`src/rtl/eprom_prog_pkg.sv`:
```
package eprom_prog_pkg;

  typedef enum logic [3:0] {
    ST_IDLE,
    ST_P_SETUP,
    ST_P_PULSE,
    ST_P_HOLD,
    ST_P_RECOV,
    ST_P_READ,
    ST_F_SETTLE,
    ST_F_READ,
    ST_FINISH
  } seq_state_e;

  // Convert a duration in ns to clock cycles, rounding up, never below one.
  function automatic int unsigned wait_cycles(input longint unsigned ns,
                                              input longint unsigned hz);
    longint unsigned c;
    c = (ns * hz + 64'd999_999_999) / 64'd1_000_000_000;
    if (c == 0) c = 1;
    return int'(c);
  endfunction

endpackage

```
`src/rtl/eprom_wait_timer.sv`:
```
module eprom_wait_timer #(
  parameter int unsigned CNT_W = 8
) (
  input  logic             clk,
  input  logic             rst_sn,
  input  logic             load,
  input  logic [CNT_W-1:0] load_val,
  output logic             expired
);
  logic [CNT_W-1:0] cnt_q, cnt_d;
  logic             cnt_en;

  always_comb begin
    cnt_en = 1'b0;
    cnt_d  = cnt_q;
    if (load) begin
      cnt_en = 1'b1;
      cnt_d  = load_val;
    end else if (cnt_q != '0) begin
      cnt_en = 1'b1;
      cnt_d  = cnt_q - 1'b1;
    end
  end

  always_ff @(posedge clk or negedge rst_sn) begin
    if (!rst_sn) cnt_q <= '0;
    else if (cnt_en) cnt_q <= cnt_d;
  end

  assign expired = (cnt_q == '0);
endmodule

```
`src/rtl/eprom_pulse_tracker.sv`:
```
module eprom_pulse_tracker #(
  parameter int unsigned MAX_PULSES = 10
) (
  input  logic clk,
  input  logic rst_sn,
  input  logic clear,
  input  logic incr,
  output logic at_limit
);
  localparam int unsigned PC_W = $clog2(MAX_PULSES + 1);

  logic [PC_W-1:0] cnt_q, cnt_d;
  logic            cnt_en;

  always_comb begin
    cnt_en = clear | incr;
    cnt_d  = clear ? '0 : cnt_q + 1'b1;
  end

  always_ff @(posedge clk or negedge rst_sn) begin
    if (!rst_sn) cnt_q <= '0;
    else if (cnt_en) cnt_q <= cnt_d;
  end

  assign at_limit = (cnt_q == PC_W'(MAX_PULSES));

  assert_pulse_cap_R5: assert property (@(posedge clk) disable iff (!rst_sn)
    cnt_q <= PC_W'(MAX_PULSES));
endmodule

```
`src/rtl/eprom_addr_step.sv`:
```
module eprom_addr_step #(
  parameter int unsigned ADDR_W = 16
) (
  input  logic              clk,
  input  logic              rst_sn,
  input  logic              clear,
  input  logic              step,
  output logic [ADDR_W-1:0] addr,
  output logic              is_last
);
  logic [ADDR_W-1:0] addr_q, addr_d;
  logic              addr_en;

  always_comb begin
    addr_en = clear | step;
    addr_d  = clear ? '0 : addr_q + 1'b1;
  end

  always_ff @(posedge clk or negedge rst_sn) begin
    if (!rst_sn) addr_q <= '0;
    else if (addr_en) addr_q <= addr_d;
  end

  assign addr    = addr_q;
  assign is_last = (addr_q == '1);
endmodule

```
`src/rtl/eprom_prog_seq.sv`:
```
module eprom_prog_seq
  import eprom_prog_pkg::*;
#(
  parameter int unsigned      ADDR_W     = 16,
  parameter int unsigned      DATA_W     = 8,
  parameter longint unsigned  CLK_HZ     = 250_000_000,
  parameter int unsigned      PULSE_NS   = 100_000,
  parameter int unsigned      SETUP_NS   = 2_000,
  parameter int unsigned      HOLD_NS    = 2_000,
  parameter int unsigned      VERIFY_NS  = 1_000,
  parameter int unsigned      MAX_PULSES = 10
) (
  input  logic              clk,
  input  logic              rst_n,
  input  logic              start,
  output logic              busy,
  output logic              done,
  output logic              pass,
  output logic              fail,
  output logic [ADDR_W-1:0] src_addr,
  input  logic [DATA_W-1:0] src_data,
  output logic [ADDR_W-1:0] ep_addr,
  output logic [DATA_W-1:0] ep_dq_out,
  output logic              ep_dq_oe,
  input  logic [DATA_W-1:0] ep_dq_in,
  output logic              ep_ce_n,
  output logic              ep_oe_n,
  output logic              ep_vpp_on,
  output logic              ep_vcc_hi
);
  localparam int unsigned PULSE_CYC  = wait_cycles(PULSE_NS, CLK_HZ);
  localparam int unsigned SETUP_CYC  = wait_cycles(SETUP_NS, CLK_HZ);
  localparam int unsigned HOLD_CYC   = wait_cycles(HOLD_NS, CLK_HZ);
  localparam int unsigned VERIFY_CYC = wait_cycles(VERIFY_NS, CLK_HZ);
  localparam int unsigned MAX_A      = (PULSE_CYC > SETUP_CYC) ? PULSE_CYC : SETUP_CYC;
  localparam int unsigned MAX_B      = (HOLD_CYC > VERIFY_CYC) ? HOLD_CYC : VERIFY_CYC;
  localparam int unsigned MAX_WAIT   = (MAX_A > MAX_B) ? MAX_A : MAX_B;
  localparam int unsigned TMR_W      = $clog2(MAX_WAIT + 1);

  localparam logic [TMR_W-1:0] LD_PULSE  = TMR_W'(PULSE_CYC - 1);
  localparam logic [TMR_W-1:0] LD_SETUP  = TMR_W'(SETUP_CYC - 1);
  localparam logic [TMR_W-1:0] LD_HOLD   = TMR_W'(HOLD_CYC - 1);
  localparam logic [TMR_W-1:0] LD_VERIFY = TMR_W'(VERIFY_CYC - 1);

  // Reset: asserted asynchronously, released on a clock edge.
  logic [1:0] rst_sync_q;
  logic       rst_sn;

  always_ff @(posedge clk or negedge rst_n) begin
    if (!rst_n) rst_sync_q <= 2'b00;
    else        rst_sync_q <= {rst_sync_q[0], 1'b1};
  end
  assign rst_sn = rst_sync_q[1];

  seq_state_e        state_q, state_d;
  logic              tmr_load, tmr_done;
  logic [TMR_W-1:0]  tmr_val;
  logic              pc_clr, pc_inc, pc_limit;
  logic              ad_clr, ad_step, ad_last;
  logic [ADDR_W-1:0] cur_addr;
  logic              bad_q, bad_d, bad_en;
  logic              pass_q, pass_d, fail_q, fail_d, verdict_en;
  logic              byte_ok;

  eprom_wait_timer #(.CNT_W(TMR_W)) u_timer (
    .clk(clk), .rst_sn(rst_sn), .load(tmr_load), .load_val(tmr_val),
    .expired(tmr_done));

  eprom_pulse_tracker #(.MAX_PULSES(MAX_PULSES)) u_pulses (
    .clk(clk), .rst_sn(rst_sn), .clear(pc_clr), .incr(pc_inc),
    .at_limit(pc_limit));

  eprom_addr_step #(.ADDR_W(ADDR_W)) u_addr (
    .clk(clk), .rst_sn(rst_sn), .clear(ad_clr), .step(ad_step),
    .addr(cur_addr), .is_last(ad_last));

  assign byte_ok = (ep_dq_in == src_data);

  always_comb begin
    state_d    = state_q;
    tmr_load   = 1'b0;
    tmr_val    = '0;
    pc_clr     = 1'b0;
    pc_inc     = 1'b0;
    ad_clr     = 1'b0;
    ad_step    = 1'b0;
    bad_en     = 1'b0;
    bad_d      = 1'b0;
    verdict_en = 1'b0;
    pass_d     = 1'b0;
    fail_d     = 1'b0;
    unique case (state_q)
      ST_IDLE: if (start) begin
        state_d    = ST_P_SETUP;
        tmr_load   = 1'b1;
        tmr_val    = LD_SETUP;
        ad_clr     = 1'b1;
        pc_clr     = 1'b1;
        bad_en     = 1'b1;
        verdict_en = 1'b1;
      end
      ST_P_SETUP: if (tmr_done) begin
        state_d  = ST_P_PULSE;
        tmr_load = 1'b1;
        tmr_val  = LD_PULSE;
        pc_inc   = 1'b1;
      end
      ST_P_PULSE: if (tmr_done) begin
        state_d  = ST_P_HOLD;
        tmr_load = 1'b1;
        tmr_val  = LD_HOLD;
      end
      ST_P_HOLD: if (tmr_done) begin
        state_d  = ST_P_RECOV;
        tmr_load = 1'b1;
        tmr_val  = LD_SETUP;
      end
      ST_P_RECOV: if (tmr_done) begin
        state_d  = ST_P_READ;
        tmr_load = 1'b1;
        tmr_val  = LD_VERIFY;
      end
      ST_P_READ: if (tmr_done) begin
        tmr_load = 1'b1;
        tmr_val  = LD_SETUP;
        if (byte_ok) begin
          pc_clr = 1'b1;
          if (ad_last) begin
            state_d = ST_F_SETTLE;
            ad_clr  = 1'b1;
          end else begin
            state_d = ST_P_SETUP;
            ad_step = 1'b1;
          end
        end else if (pc_limit) begin
          state_d    = ST_FINISH;
          verdict_en = 1'b1;
          fail_d     = 1'b1;
        end else begin
          state_d = ST_P_SETUP;
        end
      end
      ST_F_SETTLE: if (tmr_done) begin
        state_d  = ST_F_READ;
        tmr_load = 1'b1;
        tmr_val  = LD_VERIFY;
      end
      ST_F_READ: if (tmr_done) begin
        if (!byte_ok) begin
          bad_en = 1'b1;
          bad_d  = 1'b1;
        end
        if (ad_last) begin
          state_d    = ST_FINISH;
          verdict_en = 1'b1;
          pass_d     = !(bad_q || !byte_ok);
          fail_d     = bad_q || !byte_ok;
        end else begin
          ad_step  = 1'b1;
          tmr_load = 1'b1;
          tmr_val  = LD_VERIFY;
        end
      end
      ST_FINISH: state_d = ST_IDLE;
      default:   state_d = ST_IDLE;
    endcase
  end

  always_ff @(posedge clk or negedge rst_sn) begin
    if (!rst_sn) begin
      state_q <= ST_IDLE;
      bad_q   <= 1'b0;
      pass_q  <= 1'b0;
      fail_q  <= 1'b0;
    end else begin
      state_q <= state_d;
      if (bad_en) bad_q <= bad_d;
      if (verdict_en) begin
        pass_q <= pass_d;
        fail_q <= fail_d;
      end
    end
  end

  // Pin decode from the registered state.
  always_comb begin
    ep_dq_oe  = (state_q == ST_P_SETUP) || (state_q == ST_P_PULSE) ||
                (state_q == ST_P_HOLD);
    ep_vpp_on = ep_dq_oe;
    ep_vcc_hi = ep_dq_oe || (state_q == ST_P_RECOV) || (state_q == ST_P_READ);
    ep_oe_n   = !((state_q == ST_P_READ) || (state_q == ST_F_READ));
    ep_ce_n   = !((state_q == ST_P_PULSE) || !ep_oe_n);
  end

  assign ep_addr   = cur_addr;
  assign src_addr  = cur_addr;
  assign ep_dq_out = src_data;
  assign busy      = (state_q != ST_IDLE);
  assign done      = (state_q == ST_FINISH);
  assign pass      = pass_q;
  assign fail      = fail_q;

  assert_pulse_supplies_R2: assert property (@(posedge clk) disable iff (!rst_sn)
    (!ep_ce_n && ep_oe_n) |-> (ep_vpp_on && ep_vcc_hi && ep_dq_oe));

  assert_setup_stable_R3: assert property (@(posedge clk) disable iff (!rst_sn)
    ($fell(ep_ce_n) && ep_vpp_on) |->
      ($stable(ep_addr) && $stable(ep_dq_out) && $past(ep_vpp_on)));

  assert_bus_release_R6: assert property (@(posedge clk) disable iff (!rst_sn)
    !ep_oe_n |-> !ep_dq_oe);

  assert_final_supply_R7: assert property (@(posedge clk) disable iff (!rst_sn)
    (!ep_oe_n && !ep_vcc_hi) |-> !ep_vpp_on);

  assert_verdict_excl_R7: assert property (@(posedge clk) disable iff (!rst_sn)
    !(pass && fail));

  assert_done_pulse_R8: assert property (@(posedge clk) disable iff (!rst_sn)
    done |=> !done);

  assert_busy_holds_R9: assert property (@(posedge clk) disable iff (!rst_sn)
    (busy && !done) |=> busy);
endmodule

```
`config.mk`:
```
export PLATFORM = sky130hd
export DESIGN_NAME = eprom_prog_seq
export DESIGN_NICKNAME = d
export VERILOG_FILES = /design/src/rtl/eprom_prog_pkg.sv /design/src/rtl/eprom_wait_timer.sv /design/src/rtl/eprom_pulse_tracker.sv /design/src/rtl/eprom_addr_step.sv /design/src/rtl/eprom_prog_seq.sv
export SDC_FILE = /design/constraint.sdc
export NUM_CORES = 1
export LEC_CHECK = 0
export ABC_CLOCK_PERIOD_IN_PS = 1800
export BUFFER_PORTS_ARGS = -buffer_cell sky130_fd_sc_hd__buf_2
export CAP_MARGIN = 20
export CORE_MARGIN = 10
export CORE_UTILIZATION = 55
export DETAILED_ROUTE_END_ITERATION = 10
export GPL_TIMING_DRIVEN = 0
export PLACE_DENSITY_LB_ADDON = 0.08
export SLEW_MARGIN = 40
export SYNTH_ARGS = -nofsm -noshare
export SYNTH_HDL_FRONTEND = slang
export SYNTH_SLANG_ARGS = --single-unit
export TNS_END_PERCENT = 50
```
`constraint.sdc`:
```
create_clock -name clk -period 1.8 [get_ports clk]
set_input_delay 0 -clock clk [delete_from_list [all_inputs] [get_ports clk]]
set_output_delay 0 -clock clk [all_outputs]
set_load 0.02 [all_outputs]
```
==> results.ini, run 1 <==
[synth]
syn_inst = 330
synth_area_leaders = dfrtp_1 37%, buf_4 7.1%, xnor2_1 4.7%
yosysTopAreaCellShare_pct = 37.0
muxShareOfSynthArea_pct = 0.336
yosys.area_share.simple_pct = 28.0
synthXorXnorAreaFrac_pct = 6.48
synth_edf_count = 0
synthAdderAreaFrac_pct = 2.10
synth-seq-cells = 44
synthesis.area_um2 = 2980
syn_avg_cell_area_um2 = 9.02
synth_compound_area_share_pct = 16.5
synth_top_family_by_area = simple AND/OR/NAND/NOR gates
synth_top_area_cell = dfrtp_1
ys_warn_count = 0
ys.flop_type = dfrtp_1
synth.yosys.seq_area_share_pct = 37.0
async_reset_ff_share_pct = 100
syn_nets = 354
ys_types = 58

[routing]
wl_per_cell_um = 17.6
first_iter_violations = 222
first_pass_iters = 7
remaining_drc_errors = 0
vias_per_cell = 5.97
ant_nets = 0
routed_wl_um = 8930
num_vias = 3041

[power]
seq_power_share_pct = 57.3
clockPowerShare_pct = 35.3
total_power_w = 0.00176
switching_share_pct = 24.3
leakage_nw = 1.60
peakVddDrop_mv = 0.393
switchingPower_w = 0.000427
p_int_w = 0.00133
combPwrFrac_pct = 7.4
p_per_area_nw_per_um2 = 428

[worst_setup_path]
reg2reg_from = u_timer.cnt_q[8]
start_kind = flip-flop
required_ns = 2.03
crit_fanout = 7
crit_cells = 7
worst_r2r_path_depth = 7
cp_data_arrival_time_ns = 2.29
crit_chain = buf_4 > nor4_4 > and4_1 > buf_6 > nand2_8 > or4_4 > a21oi_2
critPathKind = reg -> reg
path_buf_inv = 2
end_kind = flip-flop
path_delay_family = simple AND/OR/NAND/NOR gates
critPathSlowestCell = or4_4
slowest_delay_ns = 0.48
reg2reg_slack_ns = -0.26
r2r_end = u_addr.addr[8]

[sta]
fin_crit_ns = 2.06
slew_viol_final = 0
rsz0062_at_grt = true
setup_ws_ns = -0.259
skew_ns = 0.00537
setup_viol = 42
hold_viol_final = 0
fmax_mhz = 486
post-route-period-util_pct = 114

[placement]
dpl.hpwl_um = 6070
gp_congestion = 0.927
portBuffers = 67

[clock_tree]
clock-sinks = 44
clk_latency_ns = 0.30
cts_tree = yes
clk_pin_slew_ns = 0.08
cts.htree.levels = 2
clockRootBuffer = clkbuf_8
clockBufferDepth = 2
numCtsBuffers = 5

[floorplan]
core-area_um2 = 5170
ios = 68
start_util_pct = 57.5
dieHeight_um = 93.6
fp.dieW_um = 93.6
row_count = 26
die-area_um2 = 8750

[grt]
grt_start_max_net_pins = 27
globalRoute.totalOverflow = 0
grt_pass1_wl_um = 14300
grt_antenna_before_repair = 0
grt_pass1_vias = 2965
track_usage_pct = 19.8

[cells_and_area]
nets = 462
antenna_cells = 0
final_common_cell = buf_2
nFillCells = 340
layout_common_cells = 67 x buf_2, 52 x buf_4, 35 x dfrtp_1, 27 x nor2_1, 15 x xnor2_1
area_growth_pct = 37.9
layout-drive-gt1-share_pct = 48.3
fin_util_pct = 79.3

[run_status]
status = finished, violations left
violations = negative setup slack

[worst_hold_path]
hp-class = reg -> async

[flow_run]
drv_cap = 0

[registers in the layout, indices dropped and copies added (netlist names)]
signal	count
u_timer.cnt_q	15
state_q	4
u_pulses.cnt_q	4
rst_sync_q	2
fail	1
bad_q	1
u_addr.addr	16
pass	1
[power groups by stage]
| stage | clock [W] | sequential [W] | combinational, W |
|---|---|---|---|
| after floorplan | 0 | 0.00103 | 0.0000615 |
| after global placement | 0 | 0.00104 | 0.000106 |
| after detailed placement | 0 | 0.00103 | 0.000127 |
| after CTS | 0.000627 | 0.00101 | 0.000131 |
| after global routing | 0.000664 | 0.00101 | 0.000141 |
| final | 0.000619 | 0.00101 | 0.000130 |
[Yosys cell counts, types with 3 or more instances]
master and number:
o21bai_1 4, o31ai_1 16, nor4_1 3, and2_1 4, clkbuf_1 8, a21oi_1 22
and3_1 7, buf_2 3, nand2_1 16, nand2b_1 3, ha_1 5, dfrtp_1 44
nor3_1 11, nor2b_1 3, xor2_1 6, nor2_1 28, inv_1 6, and4_1 5
o21ai_0 16, nand3_1 7, xnor2_1 16, or3_1 3, or4_1 12, buf_4 28
nand4_1 13
[repair_timing]
item / 4_1_cts / 5_1_grt
hold endpoints to repair: 2 / 0
setup endpoints to repair: 41 / 46
setup buffers: 17 / 11
pin swaps: 13 / 13
hold buffers: 2 / 0
resized for setup: 40 / 26
gates cloned: 3 / 0
[through the flow]
stage          TNS [ns]  worst slack, ns  hold WS, ns  cell area, um^2  std cells
2_1_floorplan    -0.611          -0.0925       -0.296             3090        330
3_3_place_gp      -9.29           -0.237       -0.215             3510        467
3_5_place_dp      -8.04           -0.260       -0.209             3540        468
4_1_cts           -6.83           -0.252        0.207             3920        498
5_1_grt          -11.16           -0.333        0.224             4100        509
6_report          -7.69           -0.259        0.198             4100        509
[worst max path at each step]
stage / startpoint / endpoint / slack, ns
finish: u_timer.cnt_q[8] / u_addr.addr[8] / -0.26
detailed placement: u_timer.cnt_q[0] / u_pulses.cnt_q[1] / -0.26
floorplan: u_timer.cnt_q[6] / u_timer.cnt_q[14] / -0.09
global route: u_timer.cnt_q[8] / u_timer.cnt_q[12] / -0.33
CTS: u_timer.cnt_q[1] / u_addr.addr[0] / -0.25
global placement: u_timer.cnt_q[1] / fail / -0.24
[metal layers]
layer  GRT usage (%)  routed length, um  up-vias
met5               0                  0        -
met4            5.44                109        0
met3            4.96                793       15
met2            32.1               4290      159
met1            25.4               3740     1457
li1                -                  -     1410
[kinds of logic (layout without fill, tap and decap cells)]
kind of cell / after synthesis / in the layout
fa+ha+maj: 5 / 5
flops: 44 / 44
other cells: 1 / 1
mux: 1 / 1
simple gates: 136 / 137
xor+xnor: 22 / 22
buf+inv: 46 / 154
compound gates: 75 / 75
[final cells by class]
class | instances | area (um^2) | share of cell area (%)
Sequential cell | 44 | 1110 | 27.2
Clock inverter | 1 | 5.00 | 0.122
Timing Repair Buffer | 100 | 612 | 14.9
Inverter | 6 | 22.5 | 0.549
Multi-Input combinational cell | 241 | 1880 | 45.9
Buffer | 40 | 304 | 7.41
Clock buffer | 7 | 76.3 | 1.86
Tap cell | 70 | 87.6 | 2.13
(Power assumes the default switching activity.)
==> run 2, diff against run 1 <==
--- a/config.mk
+++ b/config.mk
@@ -8,8 +8,10 @@
 export ABC_CLOCK_PERIOD_IN_PS = 1800
 export BUFFER_PORTS_ARGS = -buffer_cell sky130_fd_sc_hd__buf_2
 export CAP_MARGIN = 20
+export CELL_PAD_IN_SITES_DETAIL_PLACEMENT = 1
+export CELL_PAD_IN_SITES_GLOBAL_PLACEMENT = 2
 export CORE_MARGIN = 10
-export CORE_UTILIZATION = 55
+export CORE_UTILIZATION = 32
 export DETAILED_ROUTE_END_ITERATION = 10
 export GPL_TIMING_DRIVEN = 0
 export PLACE_DENSITY_LB_ADDON = 0.08
==> run 2 against run 1 <==
  * The flow still finishes with violations (negative setup slack)
  * Final cell count increased by 8.4%
  * Hold slack improved by 0.013 ns
  * Die area increased by 55%
  * Cell area increased by 5.5%
  * Worst setup slack got worse by 0.043 ns
  * First-iteration DRC count decreased by 59%
  * Sequential cell count unchanged
  * Routed wire length increased by 13%
  * Utilization decreased by 32 points
  * Sequential share of layout area decreased by 1.3 points
==> results.ini, run 2 (synthesized netlist as in run 1, its figures left out) <==
[flow_run]
drv_cap = 0

[sta]
rsz0062_at_grt = true
slew_viol_final = 0
skew_ns = 0.00629
fmax_mhz = 476
setup_viol = 40
setup_ws_ns = -0.302
post-route-period-util_pct = 117
slew-limit-headroom_pct = 63.6
worst_pin_slew_ns = 0.544
fin_crit_ns = 2.10
hold_viol_final = 0

[routing]
num_vias = 2944
wl_per_cell_um = 18.3
routed_wl_um = 10100
first_pass_iters = 4
ant_nets = 0
vias_per_cell = 5.33
remaining_drc_errors = 0
first_iter_violations = 92

[clock_tree]
clockBufferDepth = 2
numCtsBuffers = 5
clockRootBuffer = clkbuf_8
cts_tree = yes
clk_pin_slew_ns = 0.09
clk_latency_ns = 0.31
clock-sinks = 44
cts.htree.levels = 2

[power]
peakVddDrop_mv = 0.362
leakage_nw = 1.67
total_power_w = 0.00201
p_per_area_nw_per_um2 = 463

[worst_setup_path]
critPathKind = reg -> reg
required_ns = 1.99
crit_end = u_addr.addr[5]
critPathSlowestCell = dfrtp_1
slowest_delay_ns = 0.40
r2r_end = u_addr.addr[5]
cp_data_arrival_time_ns = 2.29
worst_r2r_path_depth = 9
crit_fanout = 6
crit_start = u_timer.cnt_q[0]
crit_chain = inv_2 > ha_4 > nor3b_4 > and4_1 > buf_6 > nand3_4 > buf_8 > o31ai_1 > a21oi_2
end_kind = flip-flop
reg2reg_slack_ns = -0.30
start_kind = flip-flop
reg2reg_from = u_timer.cnt_q[0]

[grt]
grt_start_max_net_pins = 25
grt_antenna_before_repair = 0
grt_pass1_wl_um = 16800
globalRoute.totalOverflow = 0
grt_pass1_vias = 3190
track_usage_pct = 15.4

[floorplan]
die-area_um2 = 13600
dieHeight_um = 116
core-area_um2 = 9150
fp.dieW_um = 116
row_count = 35
start_util_pct = 32.5
ios = 68

[cells_and_area]
antenna_cells = 0
largest_reg_flops = 16
nets = 464
fin_util_pct = 47.3
layout_common_cells = 67 x buf_2, 50 x buf_4, 31 x dfrtp_1, 27 x nor2_1, 15 x xnor2_1
area_growth_pct = 45.5
final_common_cell = buf_2
nFillCells = 1056
layout-drive-gt1-share_pct = 53.3
design_area_um2 = 4330

[worst_hold_path]
hp-class = in -> reg

[run_status]
status = finished, violations left
violations = negative setup slack

[placement]
gp_congestion = 0.779
dpl_cell_area_um2 = 3590
dpl.hpwl_um = 7130
portBuffers = 67

==> run 2: cell types whose count changed in the layout (fill, tap and decap cells not counted), sizes merged <==
cell | before | now
buf | 130 | 132
bufinv | 0 | 1
clkinv | 1 | 0
==> run 2: per-layer routing <==
metal	GRT usage, %	part of all wire [%]	up-vias
li1	-	-	1403
met1	20.0	46	1469
met2	25.6	48	64
met3	3.13	4.2	8
met4	3.50	1.1	0
met5	0	0	-
==> run 2: layout make-up <==
type / instances / area, um^2 / area share (%)
inverter: 6 / 22.5 / 0.520
buffer: 40 / 319 / 7.37
timing repair buffer: 102 / 658 / 15.2
clock inverter: 1 / 30.0 / 0.693
multi-input combinational: 241 / 1950 / 44.9
sequential: 44 / 1120 / 25.9
tap: 111 / 139 / 3.21
clock buffer: 7 / 96.3 / 2.22
==> run 2: where the power goes <==
| group | internal, W | switching [W] |
|---|---|---|
| logic | 0.0000633 | 0.0000666 |
| clock network | 0.000491 | 0.000377 |
| registers | 0.000994 | 0.0000146 |
| total | 0.00155 | 0.000458 |
==> run 2: worst min-delay path by stage <==
stage | slack (ns) | endpoint | start | depth (start not counted)
2_1_floorplan | -0.30 | rst_sync_q[0] | rst_n | 0
3_3_place_gp | -0.21 | rst_sync_q[0] | rst_n | 1
3_5_place_dp | -0.21 | rst_sync_q[0] | rst_n | 1
4_1_cts | 0.17 | u_timer.cnt_q[8] | start | 4
5_1_grt | 0.24 | bad_q | start | 3
6_report | 0.21 | u_timer.cnt_q[8] | start | 4
==> run 2: per-stage QoR <==
step | setup WS, ns | setup TNS (ns) | hold WS (ns) | cells
after floorplan | -0.0925 | -0.611 | -0.296 | 330
after global placement | -0.446 | -22.71 | -0.214 | 508
after detailed placement | -0.338 | -9.94 | -0.214 | 509
after CTS | -0.278 | -8.98 | 0.171 | 539
after global routing | -0.416 | -11.46 | 0.236 | 552
final | -0.302 | -7.50 | 0.211 | 552
==> run 2: worst max-delay path, delay by kind of cell, from the launching register on <==
family                     cells  cell delay (ns)
DFF                            1             0.40
adders and majority gates      1             0.14
buffers and inverters          3             0.45
AOI/OAI and AO/OA              2             0.41
and+or+nand+nor                3             0.59
==> run 2: what timing repair did <==
action,4_1_cts,5_1_grt
hold buffers,2,0
gates resized for setup,40,55
setup endpoints to repair,42,44
hold endpoints to repair,2,0
gates cloned,3,0
setup buffers,17,13
pin swaps,12,15
